**config.mk**
```make
export PLATFORM = sky130hd
export DESIGN_NAME = gpio_companion
export DESIGN_NICKNAME = d
export VERILOG_FILES = /design/src/rtl/cgp_pkg.sv /design/src/rtl/cgp_ctlregs.sv /design/src/rtl/cgp_port.sv /design/src/rtl/gpio_companion.sv
export SDC_FILE = /design/constraint.sdc
export NUM_CORES = 1
export LEC_CHECK = 0
export CAP_MARGIN = 20
export CORE_AREA = 5 5 120 122
export CTS_BUF_LIST = sky130_fd_sc_hd__clkbuf_8
export CTS_CLUSTER_SIZE = 10
export DETAILED_ROUTE_END_ITERATION = 12
export DIE_AREA = 0 0 125 127
export DONT_BUFFER_PORTS = 1
export PLACE_DENSITY_LB_ADDON = 0.2
export RECOVER_POWER = 50
export SYNTH_ARGS = -nofsm -noshare
export SYNTH_HDL_FRONTEND = slang
export SYNTH_SLANG_ARGS = --single-unit
```
**constraint.sdc**
```tcl
create_clock -name clk -period 2.3 [get_ports clk]
set_input_delay 0.23 -clock clk [delete_from_list [all_inputs] [get_ports clk]]
set_output_delay 0.23 -clock clk [all_outputs]
set_load 0.05 [all_outputs]
```
**src/rtl/cgp_pkg.sv**
```systemverilog
// Package: shared widths, offsets and constants for the companion GPIO block.
// Assumes a 16-bit data path; offsets are byte addresses on word boundaries.
package cgp_pkg;
    localparam int DW        = 16;
    localparam int NCTL      = 8;            // words at 0x00..0x1C
    localparam int IDX_W     = $clog2(NCTL);
    localparam int IDX_STAT  = 2;            // offset 0x08
    localparam int IDX_PWR   = 3;            // offset 0x0C
    localparam int CTL_SPAN  = NCTL * 4;     // first offset past the control bank
    localparam int OFF_DIR   = 'h20;
    localparam int OFF_LVL_A = 'h24;
    localparam int OFF_LVL_B = 'h28;
    localparam int PWR_TRIG  = 7;

    typedef logic [DW-1:0] word_t;

    localparam word_t STAT_RST  = 16'h0002;
    localparam word_t PWR_FORCE = 16'h8040;
endpackage

```
**src/rtl/cgp_ctlregs.sv**
```systemverilog
// Module: bank of control words indexed by a word index.
// Slot IDX_STAT is a read-only constant and slot IDX_PWR applies the power
// side effect. Assumes the caller gates wr_en with a valid decode.
module cgp_ctlregs
    import cgp_pkg::*;
(
    input  logic             clk,
    input  logic             rst_n,
    input  logic             wr_en,
    input  logic [IDX_W-1:0] idx,
    input  word_t            wdata,
    output word_t            rdata
);
    word_t q [NCTL];

    genvar i;
    generate
        for (i = 0; i < NCTL; i++) begin : g_slot
            if (i == IDX_STAT) begin : g_stat
                // Status is a constant; writes are dropped.
                assign q[i] = STAT_RST;
            end else if (i == IDX_PWR) begin : g_pwr
                // Power word: store data, force extra bits when the trigger bit is set.
                always_ff @(posedge clk) begin
                    if (!rst_n)
                        q[i] <= '0;
                    else if (wr_en && idx == IDX_W'(i))
                        q[i] <= wdata | (wdata[PWR_TRIG] ? PWR_FORCE : '0);
                end

                a_r3_power_force: assert property (@(posedge clk) disable iff (!rst_n)
                    (wr_en && idx == IDX_W'(i) && wdata[PWR_TRIG])
                    |=> ((q[i] & PWR_FORCE) == PWR_FORCE));
            end else begin : g_plain
                // Plain word: store data as written.
                always_ff @(posedge clk) begin
                    if (!rst_n)
                        q[i] <= '0;
                    else if (wr_en && idx == IDX_W'(i))
                        q[i] <= wdata;
                end

                a_r2_plain_hold: assert property (@(posedge clk) disable iff (!rst_n)
                    !(wr_en && idx == IDX_W'(i)) |=> $stable(q[i]));
            end
        end
    endgenerate

    // Read mux over the bank.
    always_comb rdata = q[idx];
endmodule

```
**src/rtl/cgp_port.sv**
```systemverilog
// Module: direction and level words of the general-purpose port, plus
// per-line change strobes. The driven value is level AND direction. A
// direction or level write arms a compare that runs on the next edge. Assumes
// lvl_we and dir_we are never high together.
module cgp_port
    import cgp_pkg::*;
(
    input  logic  clk,
    input  logic  rst_n,
    input  logic  dir_we,
    input  logic  lvl_we,
    input  word_t wdata,
    input  word_t pin_en,
    input  word_t pin_val,
    output word_t dir_q,
    output word_t lvl_q,
    output word_t drive,
    output word_t strobe,
    output word_t value
);
    logic  pend;
    word_t cur;
    word_t prev;

    assign cur   = lvl_q & dir_q;
    assign drive = prev;

    // Direction word.
    always_ff @(posedge clk) begin
        if (!rst_n)      dir_q <= '0;
        else if (dir_we) dir_q <= wdata;
    end

    // Level word: bus write masked by direction wins over external line updates.
    always_ff @(posedge clk) begin
        if (!rst_n)      lvl_q <= '0;
        else if (lvl_we) lvl_q <= wdata & dir_q;
        else             lvl_q <= (lvl_q & ~pin_en) | (pin_val & pin_en);
    end

    // Arm the change compare after any port write.
    always_ff @(posedge clk) begin
        if (!rst_n) pend <= 1'b0;
        else        pend <= dir_we | lvl_we;
    end

    genvar j;
    generate
        for (j = 0; j < DW; j++) begin : g_line
            // Per-line compare, strobe and previous-drive update.
            always_ff @(posedge clk) begin
                if (!rst_n) begin
                    strobe[j] <= 1'b0;
                    value[j]  <= 1'b0;
                    prev[j]   <= 1'b0;
                end else if (pend) begin
                    strobe[j] <= cur[j] ^ prev[j];
                    value[j]  <= cur[j];
                    prev[j]   <= cur[j];
                end else begin
                    strobe[j] <= 1'b0;
                end
            end
        end
    endgenerate

    a_r5_level_masked: assert property (@(posedge clk) disable iff (!rst_n)
        lvl_we |=> ((lvl_q & ~$past(dir_q)) == '0));

    a_r6_strobe_marks_change: assert property (@(posedge clk) disable iff (!rst_n)
        (strobe != '0) |-> ((drive ^ $past(drive)) == strobe));

    a_r6_strobe_needs_write: assert property (@(posedge clk) disable iff (!rst_n)
        !(dir_we || lvl_we) |=> ##1 (strobe == '0));

    a_r7_drive_quiet: assert property (@(posedge clk) disable iff (!rst_n)
        !pend |=> $stable(drive));
endmodule

```
**src/rtl/gpio_companion.sv**
```systemverilog
// Module: top of the companion GPIO block. Decodes the byte offset, routes
// writes to the control bank or the port, and muxes read data
// combinationally. Assumes ADDR_W >= 7 and that bus_rd and bus_wr are
// single-cycle strobes.
module gpio_companion
    import cgp_pkg::*;
#(
    parameter int ADDR_W = 12
) (
    input  logic              clk,
    input  logic              rst_n,
    input  logic [ADDR_W-1:0] bus_addr,
    input  logic              bus_wr,
    input  logic              bus_rd,
    input  logic [15:0]       bus_wdata,
    output logic [15:0]       bus_rdata,
    output logic              bus_err,
    input  logic [15:0]       pin_set_en,
    input  logic [15:0]       pin_set_val,
    output logic [15:0]       gpio_drive,
    output logic [15:0]       chg_strobe,
    output logic [15:0]       chg_value
);
    logic  hit_ctl, hit_dir, hit_lvl, hit_any;
    word_t ctl_rd, dir_q, lvl_q;

    // Offset decode.
    always_comb begin
        hit_ctl = (bus_addr < ADDR_W'(CTL_SPAN)) && (bus_addr[1:0] == 2'b00);
        hit_dir = (bus_addr == ADDR_W'(OFF_DIR));
        hit_lvl = (bus_addr == ADDR_W'(OFF_LVL_A)) || (bus_addr == ADDR_W'(OFF_LVL_B));
        hit_any = hit_ctl | hit_dir | hit_lvl;
    end

    cgp_ctlregs u_ctl (
        .clk   (clk),
        .rst_n (rst_n),
        .wr_en (bus_wr & hit_ctl),
        .idx   (bus_addr[IDX_W+1:2]),
        .wdata (bus_wdata),
        .rdata (ctl_rd)
    );

    cgp_port u_port (
        .clk     (clk),
        .rst_n   (rst_n),
        .dir_we  (bus_wr & hit_dir),
        .lvl_we  (bus_wr & hit_lvl),
        .wdata   (bus_wdata),
        .pin_en  (pin_set_en),
        .pin_val (pin_set_val),
        .dir_q   (dir_q),
        .lvl_q   (lvl_q),
        .drive   (gpio_drive),
        .strobe  (chg_strobe),
        .value   (chg_value)
    );

    // Read data mux, valid in the strobe cycle.
    always_comb begin
        bus_rdata = '0;
        if (bus_rd) begin
            if (hit_ctl)      bus_rdata = ctl_rd;
            else if (hit_dir) bus_rdata = dir_q;
            else if (hit_lvl) bus_rdata = lvl_q;
        end
    end

    // Error pulse for unmapped accesses.
    always_comb bus_err = (bus_rd | bus_wr) & ~hit_any;

    a_r4_status_const: assert property (@(posedge clk) disable iff (!rst_n)
        (bus_rd && bus_addr == ADDR_W'(IDX_STAT * 4)) |-> (bus_rdata == STAT_RST));

    a_r9_unmapped_reads_zero: assert property (@(posedge clk) disable iff (!rst_n)
        (bus_rd && bus_err) |-> (bus_rdata == '0));

    a_r10_idle_bus_zero: assert property (@(posedge clk) disable iff (!rst_n)
        !bus_rd |-> (bus_rdata == '0));
endmodule

```
# == Word-level counts from Yosys, hierarchy flattened ==
# Index checks and enable logic that the tools add are counted.
# classes
n_addsub,0
multipliers,0
n_div,0
order_cmp,2
n_eq_ne,9
n_shift,0
n_mux,9
bitwise,33
reduce_logical,12
# ops
cell,count
16-bit two-way mux,8
16-bit AND,4
16-bit binary-select mux with 3-bit select,1
12-bit by 6-bit equality test with 1-bit output (second input constant),3
16-bit OR,2
16-bit NOT,1
1-bit bitwise XOR,16
3-bit equality test (second input constant),4
12-bit by 6-bit less-than comparator with 1-bit output (second input constant),1
1-bit logical AND,8
1-bit AND,4
4-bit greater-or-equal comparator (second input constant),1
3-bit NOT with 4-bit output,1
1-bit OR,4
3-bit by 1-bit equality test with 1-bit output (second input constant),1
3-bit by 2-bit equality test with 1-bit output (second input constant),1
3-bit zero test,1
2-bit zero test,1
2-bit AND reduction,1
1-bit logical OR,1
1-bit NOT,1
# totals
ff_bits,177
latchBits,0
ramBits,0
romBits,0
inputBits,64
output_inout_bits,65
wordCells,107
n_memories,0

# == Depth between registers and ports, before layout ==
# Gate-level depths: netlist (run 1).
# depth
ltp_word,6
ltp_mapped,7
mapped_depth_nobuf,4

# == Modules after synthesis ==
# Synthesis (run 1) repeated with hierarchy kept, for this count alone.
# hier_totals
hier_cells,998
hier_area_um2,9200.1
# by_module_without_submodules
mod,n_inst,cells_per_inst,area_each_um2,seq_area_each_um2
cgp_ctlregs,1,619,5485.3,2242.2
cgp_port,1,273,2944.1,1301.2
gpio_companion,1,106,770.7,0.0

# == Least setup slack after synthesis (run 1) ==
# No wires, ideal clock.
# synth_path
kind,input port to output port
start,input port bus_addr[11]
end,output port bus_rdata[14]
arrival_ns,2.718
required_ns,2.070
path_slack_ns,-0.648
cell_stages,4
n_path_buf,0
cell_sequence,or4_4 nor2_4 nand2_1 nor4_1
# synth_between
elab_chain_cells,6
word_cells_on_any_way,10
cone_classes,order compare (1); eq/ne (3); mux (4); reduce/logical (2)
# synth_lines
item,line,text
from (decl),gpio_companion.sv:12,"input logic [ADDR_W-1:0] bus_addr,"
"parallel branches: the longest is 4 deep, another holds 12-bit by 6-bit less-than comparator with 1-bit output",-,
16-bit two-way mux (*),gpio_companion.sv:63,if (hit_ctl) bus_rdata = ctl_rd;
16-bit two-way mux (*),gpio_companion.sv:62,if (bus_rd) begin
to (decl),gpio_companion.sv:16,"output logic [15:0] bus_rdata,"
# Every way passes the cells marked *.

# == Final worst setup path (run 1) ==
# layout_path
start,input port bus_addr[4]
end,register u_ctl.q[69] (netlist name)
# layout_between
elab_chain_cells,4
word_cells_on_any_way,5
cone_classes,order compare (1); eq/ne (1); bitwise (1); reduce/logical (2)
# layout_lines
item,line,text
12-bit by 6-bit less-than comparator with 1-bit output,gpio_companion.sv:29,hit_ctl = (bus_addr < ADDR_W'(CTL_SPAN)) && (bus_addr[1:0] == 2'b00);
1-bit logical AND,gpio_companion.sv:29,
1-bit AND,gpio_companion.sv:38,".wr_en (bus_wr & hit_ctl),"
1-bit logical AND (*),cgp_ctlregs.sv:27,else if (wr_en && idx == IDX_W'(i))
"to (signal, indexed assignment)",cgp_ctlregs.sv:28,q[i] <= wdata | (wdata[PWR_TRIG] ? PWR_FORCE : '0);
to (decl),cgp_ctlregs.sv:14,word_t q [NCTL];
# Every way passes the cells marked *; elsewhere a longest branch is shown, timed or not.
# A chain may end at the register's enable or synchronous reset.

==> flow_metrics.tcl, run 1 <==
set metrics [dict create \
    antenna_found_initial 5 \
    post_synth.cell_area_avg_um2 9.41 \
    yosys_warnings 0 \
    crit_type "input port to flip-flop" \
    cts-buffers-inserted 17 \
    cts_setup_buffers 0 \
    hold_viol 0 \
    grt_pass1_vias 6776 \
    gp_congestion 0.865 \
    dieWidth_um 125 \
    tightest_slew_ns 1.37 \
    ys_async_sr_fraction 0 \
    rsz0062_at_grt "yes" \
    ant_nets 0 \
    clk_latency_ns 0.46 \
    cts_num_sinks 177 \
    netlist_area_um2 8410 \
    core_area_um2 13100 \
    grt_overflow_total 0 \
    required_ns 2.66 \
    nets 1036 \
    clockBufferDepth 2 \
    leakagePower_uw 0.00424 \
    grt_pass1_wl_um 36100 \
    dp_cells 1055 \
    grt.total_usage 0.277 \
    synth_cell_types 47 \
    fmax_mhz 442 \
    critical_path_arrival_ns 2.62 \
    fp.dieH_um 127 \
    hold_depth 2 \
    final_common_cell "dfxtp_1" \
    num_rows 42 \
    layoutNonFillerInstCount 1164 \
    tritoncts "built" \
    drt_first_pass_iters 5 \
    maxSlewHeadroom 0.0853 \
    ioPinCount 129 \
    min_period_ns 2.26 \
    crit_path_end_kind "flip-flop" \
    start_util 0.643 \
    drt_iter0_drc 657 \
    final_cell_mix "177 x dfxtp_1, 139 x mux2i_1, 129 x nand2_1, 73 x dlygate4sd3_1, 60 x buf_4" \
    start_kind "input port" \
    ys.flop_type "dfxtp_1" \
    die_area_um2 15900 \
    hpwl_um 14300 \
    wl_per_cell_um 19.2 \
    io_buffer_count 0 \
    synth.ff_latch_count 177 \
    drc 0 \
    clk_pin_slew_ns 0.09 \
    path_max_fanout 30 \
    cts-root-buf "clkbuf_8" \
    rrSetupSlack_ns 0.30 \
    yosysSeqAreaShare 0.421 \
    postRouteWirelength_um 22300 \
    syn-num-nets 958 \
    area_growth_pct 19.0 \
    fin_crit_sh 0.984 \
    vias 6998 \
    viasPerCell 6.01 \
    syn_inst 894 \
    status "complete, no violations" \
    drv_slew 0 \
    reg2reg_depth 5 \
    htreeDepth 4 \
    peakVddDrop_mv 0.341 \
    synth_edf_count 0 \
    hp-class "input port to flip-flop" \
    finClkSkew_ns 0.00686 \
    drv_cap 0 \
    power_uw 5500 \
    p_per_area_nw_per_um2 549 \
    grt_max_degree 137 \
    drive_above_1_share 0.187 \
    setup_violations 0 \
]
## layout make-up
class,instances,area [um^2]
antenna,3,7.51
inverter,2,7.51
clock buffer,21,289
multi-input combinational,632,4580
fill,896,3080
timing repair buffer,142,1270
tap,176,220
clock inverter,11,88.8
sequential,177,3540
## logic make-up (layout without fill, tap and decap cells)
kind of cell,count (synthesis),count (layout),synth area share
compound gates,115,115,0.110
xor+xnor,17,17,0.0177
simple gates,343,343,0.209
flops,177,177,0.421
buf+inv,85,176,0.0498
mux,157,157,0.192
other cells,0,3,0
## flip-flops by register name, summed over array words and instances, names as in the netlist, named ones only
register,flops
u_port.value,8
u_port.drive,8
u_port.pend,1
u_port.dir_q,16
u_port.strobe,16
u_ctl.q,112
## worst max-delay path: stages
cell and delay [ns]:
and3b_1 0.67, nand4_1 0.17, buf_4 0.26, nand3_1 0.11
dlygate4sd3_1 0.54, o21ai_0 0.06, dlygate4sd3_1 0.55
## path summary, 6_finish.rpt
path                                   end                startpoint
setup reg to reg                 flip-flop                 flip-flop
hold reg to reg   u_ctl.q[99]$_SDFFE_PN0P_  u_ctl.q[99]$_SDFFE_PN0P_
setup / recovery  u_ctl.q[69]$_SDFFE_PN0P_               bus_addr[4]
hold / removal      u_port.pend$_SDFF_PN0_               bus_addr[4]
## metrics by stage
stage / setup WS (ns) / hold slack (ns) / util / area, um^2 / setup TNS (ns)
floorplan: -0.231 / 0.377 / - / 8490 / -2.48
global placement: 0.137 / 0.380 / 0.677 / 8850 / 0
detailed placement: 0.134 / 0.388 / 0.677 / 8850 / 0
CTS: 0.0419 / 0.00129 / 0.764 / 10000 / 0
global route: -0.0401 / 0.00530 / 0.765 / 10000 / -0.0820
finish: 0.0367 / 0.0340 / 0.765 / 10000 / 0
## cell usage after synthesis (all sizes together), types with 17 or more instances
| cell | number | area share |
|---|---|---|
| dfxtp | 177 | 0.42 |
| nand2 | 149 | 0.072 |
| mux2i | 139 | 0.17 |
| nor2b | 50 | 0.037 |
| a21boi | 48 | 0.052 |
| nand3 | 48 | 0.029 |
| clkbuf | 43 | 0.019 |
| buf | 40 | 0.030 |
| nor2 | 38 | 0.018 |
| nand2b | 19 | 0.014 |
| a221oi | 17 | 0.018 |
## what timing repair did
item,in CTS,in global routing
endpoints found under the hold margin,161,0
endpoints found under the setup margin,5,10
resized for setup,5,11
hold buffers,74,0
## where the power goes
group | internal (uW) | switching, uW | leakage (uW) | total, uW
combinational | 160 | 179 | 0.00262 | 339
sequential | 3080 | 19.3 | 0.00143 | 3100
clock | 957 | 1100 | 0.000196 | 2060
## routing by layer
layer  vias up  GRT usage  routed length [um]
met5         -          0                   7
li1       3263          -                   -
met3        35     0.0705                1810
met2       312      0.429               10200
met4         2     0.0867                 344
met1      3386      0.385               10000
No activity file was read; power rests on OpenSTA's default activity.
==> run 2: changes to the inputs <==
- CORE_AREA: 5 5 120 122 -> 5 5 125 127
- DIE_AREA: 0 0 125 127 -> 0 0 130 132
- SYNTH_HIERARCHICAL: unset -> 1
==> flow_metrics.tcl, run 2 <==
set metrics [dict create \
    grt_pass1_wl_um 37800 \
    grt.total_usage 0.275 \
    drive_above_1_share 0.174 \
    multiInputGateArea_um2 5080 \
    syn-num-nets 1062 \
    syn_inst 998 \
    start_util 0.643 \
    synth_top_area_cell "dfxtp_1" \
    final_cell_mix "224 x nand2_1, 159 x dfxtp_1, 77 x mux2i_1, 64 x a21boi_0, 53 x a21boi_1" \
    critical_path_arrival_ns 2.02 \
    fmax_mhz 444 \
    rrSetupSlack_ns 0.54 \
    synthMostInstantiatedCell "nand2_1" \
    dieWidth_um 130 \
    p_per_area_nw_per_um2 562 \
    clockBufferDepth 2 \
    ys_async_sr_fraction 0 \
    largestRegisters "u_ctl/q: 112 flops, u_port/dir_q: 16 flops, u_port/strobe: 16 flops" \
    crit_path_end_kind "output port" \
    antenna_found_initial 4 \
    hp-class "input port to flip-flop" \
    crit_type "flip-flop to output port" \
    tritoncts "built" \
    dp_cells 1134 \
    postRouteWirelength_um 24100 \
    status "complete, no violations" \
    cts_num_sinks 177 \
    clk_latency_ns 0.46 \
    core_area_um2 14300 \
    drv_slew 0 \
    leakagePower_uw 0.00347 \
    grt_overflow_total 0 \
    die_area_um2 17200 \
    synth.ff_latch_count 177 \
    fin_crit_sh 0.980 \
    cts-root-buf "clkbuf_8" \
    setup_tns_ns 0 \
    cts-buffers-inserted 17 \
    drt_iter0_drc 769 \
    hold_viol 0 \
    required_ns 2.07 \
    drv_cap 0 \
    drc 0 \
    min_period_ns 2.25 \
    clk_pin_slew_ns 0.09 \
    fp.dieH_um 132 \
    nets 1059 \
    synth_cell_types 49 \
    seq_area_um2 3570 \
    synth.area.top_cells "dfxtp_1 39%, nand2_1 9.1%, mux2i_1 8.4%" \
    largest-register "u_ctl/q" \
    setup_violations 0 \
    vias 7467 \
    drt_first_pass_iters 5 \
    rsz0062_at_grt "yes" \
    grt_pass1_vias 7079 \
    htreeDepth 4 \
    io_buffer_count 0 \
    wl_per_cell_um 20.2 \
    netlist_area_um2 9200 \
    layoutNonFillerInstCount 1192 \
    num_rows 44 \
    maxSlewHeadroom 0.152 \
    synth_top_area_share 0.385 \
    ioPinCount 129 \
    synth_edf_count 0 \
    peakVddDrop_mv 0.349 \
    yosysSeqAreaShare 0.385 \
    tightest_slew_ns 1.27 \
    path_max_fanout 2 \
    post_synth.cell_area_avg_um2 9.22 \
    hpwl_um 15100 \
    final_common_cell "nand2_1" \
    grt_max_degree 156 \
    start_kind "flip-flop" \
    ant_nets 0 \
    ys.flop_type "dfxtp_1" \
    synthTopCellsByCount "224 x nand2_1, 177 x dfxtp_1, 77 x mux2i_1, 70 x a21boi_1, 47 x a21boi_0" \
    yosys_warnings 6 \
    gp_congestion 0.864 \
    cts_setup_buffers 0 \
    largest_register_ffs 112 \
    viasPerCell 6.26 \
    nFillCells 1118 \
    area_growth_pct 7.75 \
    finClkSkew_ns 0.00904 \
]
run 2: changes by cell type after synthesis, sizes merged, moves of 33 or more:
cell and delta:
buf +33, a21boi +78, nor2 -35, nand2 +75
mux2i -62
run 2: report_power, final:
| part | internal, uW | switching, uW | total, uW |
|---|---|---|---|
| clock network | 1000 | 1100 | 2100 |
| registers | 3080 | 26.7 | 3100 |
| logic | 191 | 174 | 365 |
run 2: path summary, 6_finish.rpt:
kind | start | depth (start not counted) | endpoint
setup / recovery | u_ctl/q[107]$_SDFFE_PN0P_ | 7 | bus_rdata[11]
hold / removal | bus_wdata[0] | 2 | flip-flop
setup reg to reg | u_port/drive[6]$_SDFFE_PN0P_ | 3 | u_port/strobe[6]$_SDFF_PN0_
hold reg to reg | u_ctl/q[43]$_SDFFE_PN0P_ | 2 | u_ctl/q[43]$_SDFFE_PN0P_
run 2: logic make-up after synthesis:
group | Yosys count | share of synthesized area
AO/OA/AOI/OAI | 289 | 0.255
XOR/XNOR | 1 | 0.000952
buffers and inverters | 100 | 0.0764
flip-flops | 177 | 0.385
multiplexers | 95 | 0.106
AND/OR/NAND/NOR | 336 | 0.177
run 2: worst max-delay path: stages, from the launching register on:
cell,delay [ns]
dfxtp_1,0.38
mux2i_1,0.12
o21a_1,0.21
a221oi_2,0.17
nor2b_1,0.15
o21ai_0,0.09
a211oi_2,0.24
buf_6,0.19
run 2: cell type report:
class | instances | area share
Multi-Input combinational cell | 721 | 0.512
Tap cell | 184 | 0.0232
Sequential cell | 177 | 0.360
Clock inverter | 12 | 0.0119
Clock buffer | 19 | 0.0264
Timing Repair Buffer | 78 | 0.0661
Antenna cell | 1 | 0.000252
run 2: what timing repair did:
item                                    in CTS  in global routing
hold buffers                                24                  2
endpoints found under the setup margin       3                 17
resized for setup                            5                 34
hold endpoints to repair                   161                  2
pin swaps                                    1                  9
run 2: routing by layer:
metal / vias up / routed length, um / GRT usage
met5: - / 21 / 0
met4: 4 / 290 / 0.0704
met3: 40 / 1950 / 0.0717
met2: 287 / 11100 / 0.418
met1: 3650 / 10700 / 0.389
li1: 3486 / - / -
run 2: stage by stage:
stage	hold slack (ns)	total power [uW]	util	setup WS [ns]	instance area (um^2)
after floorplan	0.365	3500	-	0.0396	9280
after global placement	0.367	3410	0.644	0.243	9220
after detailed placement	0.372	3420	0.644	0.163	9220
after CTS	0.000127	5580	0.690	0.0146	9880
after global routing	0.00221	5770	0.693	-0.0646	9910
final	0.0211	5570	0.693	0.0459	9910
==> run 3: changes to the inputs <==
- CORE_AREA: 5 5 125 127 -> 5 5 136 138
- DIE_AREA: 0 0 130 132 -> 0 0 141 143
==> flow_metrics.tcl, run 3 (synthesis gave the netlist of run 2 again) <==
set metrics [dict create \
    status "complete, no violations" \
    start_util 0.539 \
    antenna_found_initial 2 \
    postRouteWirelength_um 21900 \
    cp-startpoint "u_ctl/q[121]$_SDFFE_PN0P_" \
    vias 6981 \
    setup_tns_ns 0 \
    drv_cap 0 \
    htreeDepth 4 \
    hold_depth 2 \
    rsz0062_at_grt "no" \
    rrSetupSlack_ns 0.69 \
    timing.rr.start "u_port/pend$_SDFF_PN0_" \
    ioPinCount 129 \
    viasPerCell 5.66 \
    required_ns 2.07 \
    critical_path_arrival_ns 1.95 \
    tritoncts "built" \
    ant_nets 0 \
    grt_pass1_vias 6671 \
    final_common_cell "nand2_1" \
    io_buffer_count 0 \
    peakVddDrop_mv 0.351 \
    max_stage_delay_ns 0.33 \
    wl_per_cell_um 17.8 \
    gp_congestion 0.788 \
    wl_met3_um 1120 \
    crit_type "flip-flop to output port" \
    whs_ns 0.0313 \
    finClkSkew_ns 0.00717 \
    num_rows 48 \
    hp-class "input port to flip-flop" \
    fmax_mhz 458 \
    grt_pass1_wl_um 35500 \
    cts-buffers-inserted 17 \
    min_period_ns 2.18 \
    nFillCells 1591 \
    dieWidth_um 141 \
    clk_pin_slew_ns 0.10 \
    maxSlewHeadroom 0.206 \
    setup_violations 0 \
    cpMaxStageDelayCell "dfxtp_2" \
    crit_path_end_kind "output port" \
    final_cell_mix "224 x nand2_1, 165 x dfxtp_1, 77 x mux2i_1, 65 x a21boi_0, 52 x a21boi_1" \
    grt_overflow_total 0 \
    drive_above_1_share 0.170 \
    drt_first_pass_iters 4 \
    hpwl_um 14100 \
    p_per_area_nw_per_um2 563 \
    drt_iter0_drc 443 \
    cts_num_sinks 177 \
    largestRegisters "u_ctl/q: 112 flops, u_port/dir_q: 16 flops, u_port/strobe: 16 flops" \
    largest-register "u_ctl/q" \
    reg2reg_depth 3 \
    start_kind "flip-flop" \
    largest_register_ffs 112 \
    drv_slew 0 \
    drc 0 \
    tightest_slew_ns 1.20 \
    path_max_fanout 2 \
    grt.total_usage 0.217 \
    fp.dieH_um 143 \
    core_area_um2 17100 \
    leakagePower_uw 0.00345 \
    nets 1060 \
    seq_area_um2 3560 \
    r2r_end "u_port/drive[0]$_SDFFE_PN0P_" \
    hold_viol 0 \
    hp-start "pin_set_val[13]" \
    wl_met1_um 10600 \
    cts-root-buf "clkbuf_8" \
    antenna_cells 0 \
    cp_cell_sequence "mux2i_1, o21a_1, a221oi_2, nor2b_1, o21ai_0, a211oi_2, buf_6" \
    clk_latency_ns 0.46 \
    fin_crit_sh 0.950 \
    die_area_um2 20200 \
    cts_setup_buffers 0 \
    grt_max_degree 157 \
    area_growth_pct 8.01 \
    wl_met2_um 10000 \
    multiInputGateArea_um2 5040 \
    clockBufferDepth 2 \
    routed.top_layer "met4" \
]
## run 3: how the worst max path moves through the flow
stage / end / slack, ns / cells past startpoint
floorplan: bus_rdata[14] / 0.04 / 8
global placement: bus_rdata[1] / 0.19 / 7
detailed placement: bus_rdata[1] / 0.14 / 7
CTS: bus_rdata[14] / 0.001 / 7
global route: bus_rdata[10] / 0.001 / 7
finish: bus_rdata[9] / 0.12 / 7
## run 3: where the power goes
part / internal (uW) / switching, uW / total, uW
logic: 185 / 168 / 353
registers: 3080 / 27.8 / 3110
clock network: 974 / 1170 / 2140
## run 3: worst max-delay path, delay by kind of cell, from the launching register on
kind            cells  cell delay, ns
mux                 1            0.06
simple gates        1            0.16
compound gates      4            0.73
buf+inv             1            0.20
flops               1            0.33
## run 3: layout make-up
| cell class | instances | share of cell area |
|---|---|---|
| flip-flops and latches | 177 | 0.358 |
| clock inverters | 15 | 0.0160 |
| clock buffers | 17 | 0.0235 |
| repair buffers | 79 | 0.0671 |
| multi-input cells | 721 | 0.507 |
| well taps | 225 | 0.0283 |
## run 3: per-layer routing
layer / vias to the layer above / global-route usage
met2: 169 / 0.347
met5: - / 0
met4: 0 / 0.0500
li1: 3488 / -
met1: 3310 / 0.305
met3: 14 / 0.0435
## run 3: through the flow
step	setup WS [ns]	power [uW]	std cells	cell area (um^2)	util
after floorplan	0.0396	3500	998	9280	-
after global placement	0.188	3420	1179	9290	0.545
after detailed placement	0.137	3420	1179	9290	0.545
after CTS	0.00102	5650	1234	9930	0.582
after global routing	0.00147	5810	1234	9940	0.583
final	0.115	5600	1234	9940	0.583
## run 3: timing repair
| action | CTS | global route |
|---|---|---|
| endpoints found under the setup margin | 1 | 15 |
| pin swaps | 0 | 17 |
| endpoints found under the hold margin | 161 | 0 |
| resized for setup | 1 | 31 |
| hold buffers | 23 | 0 |
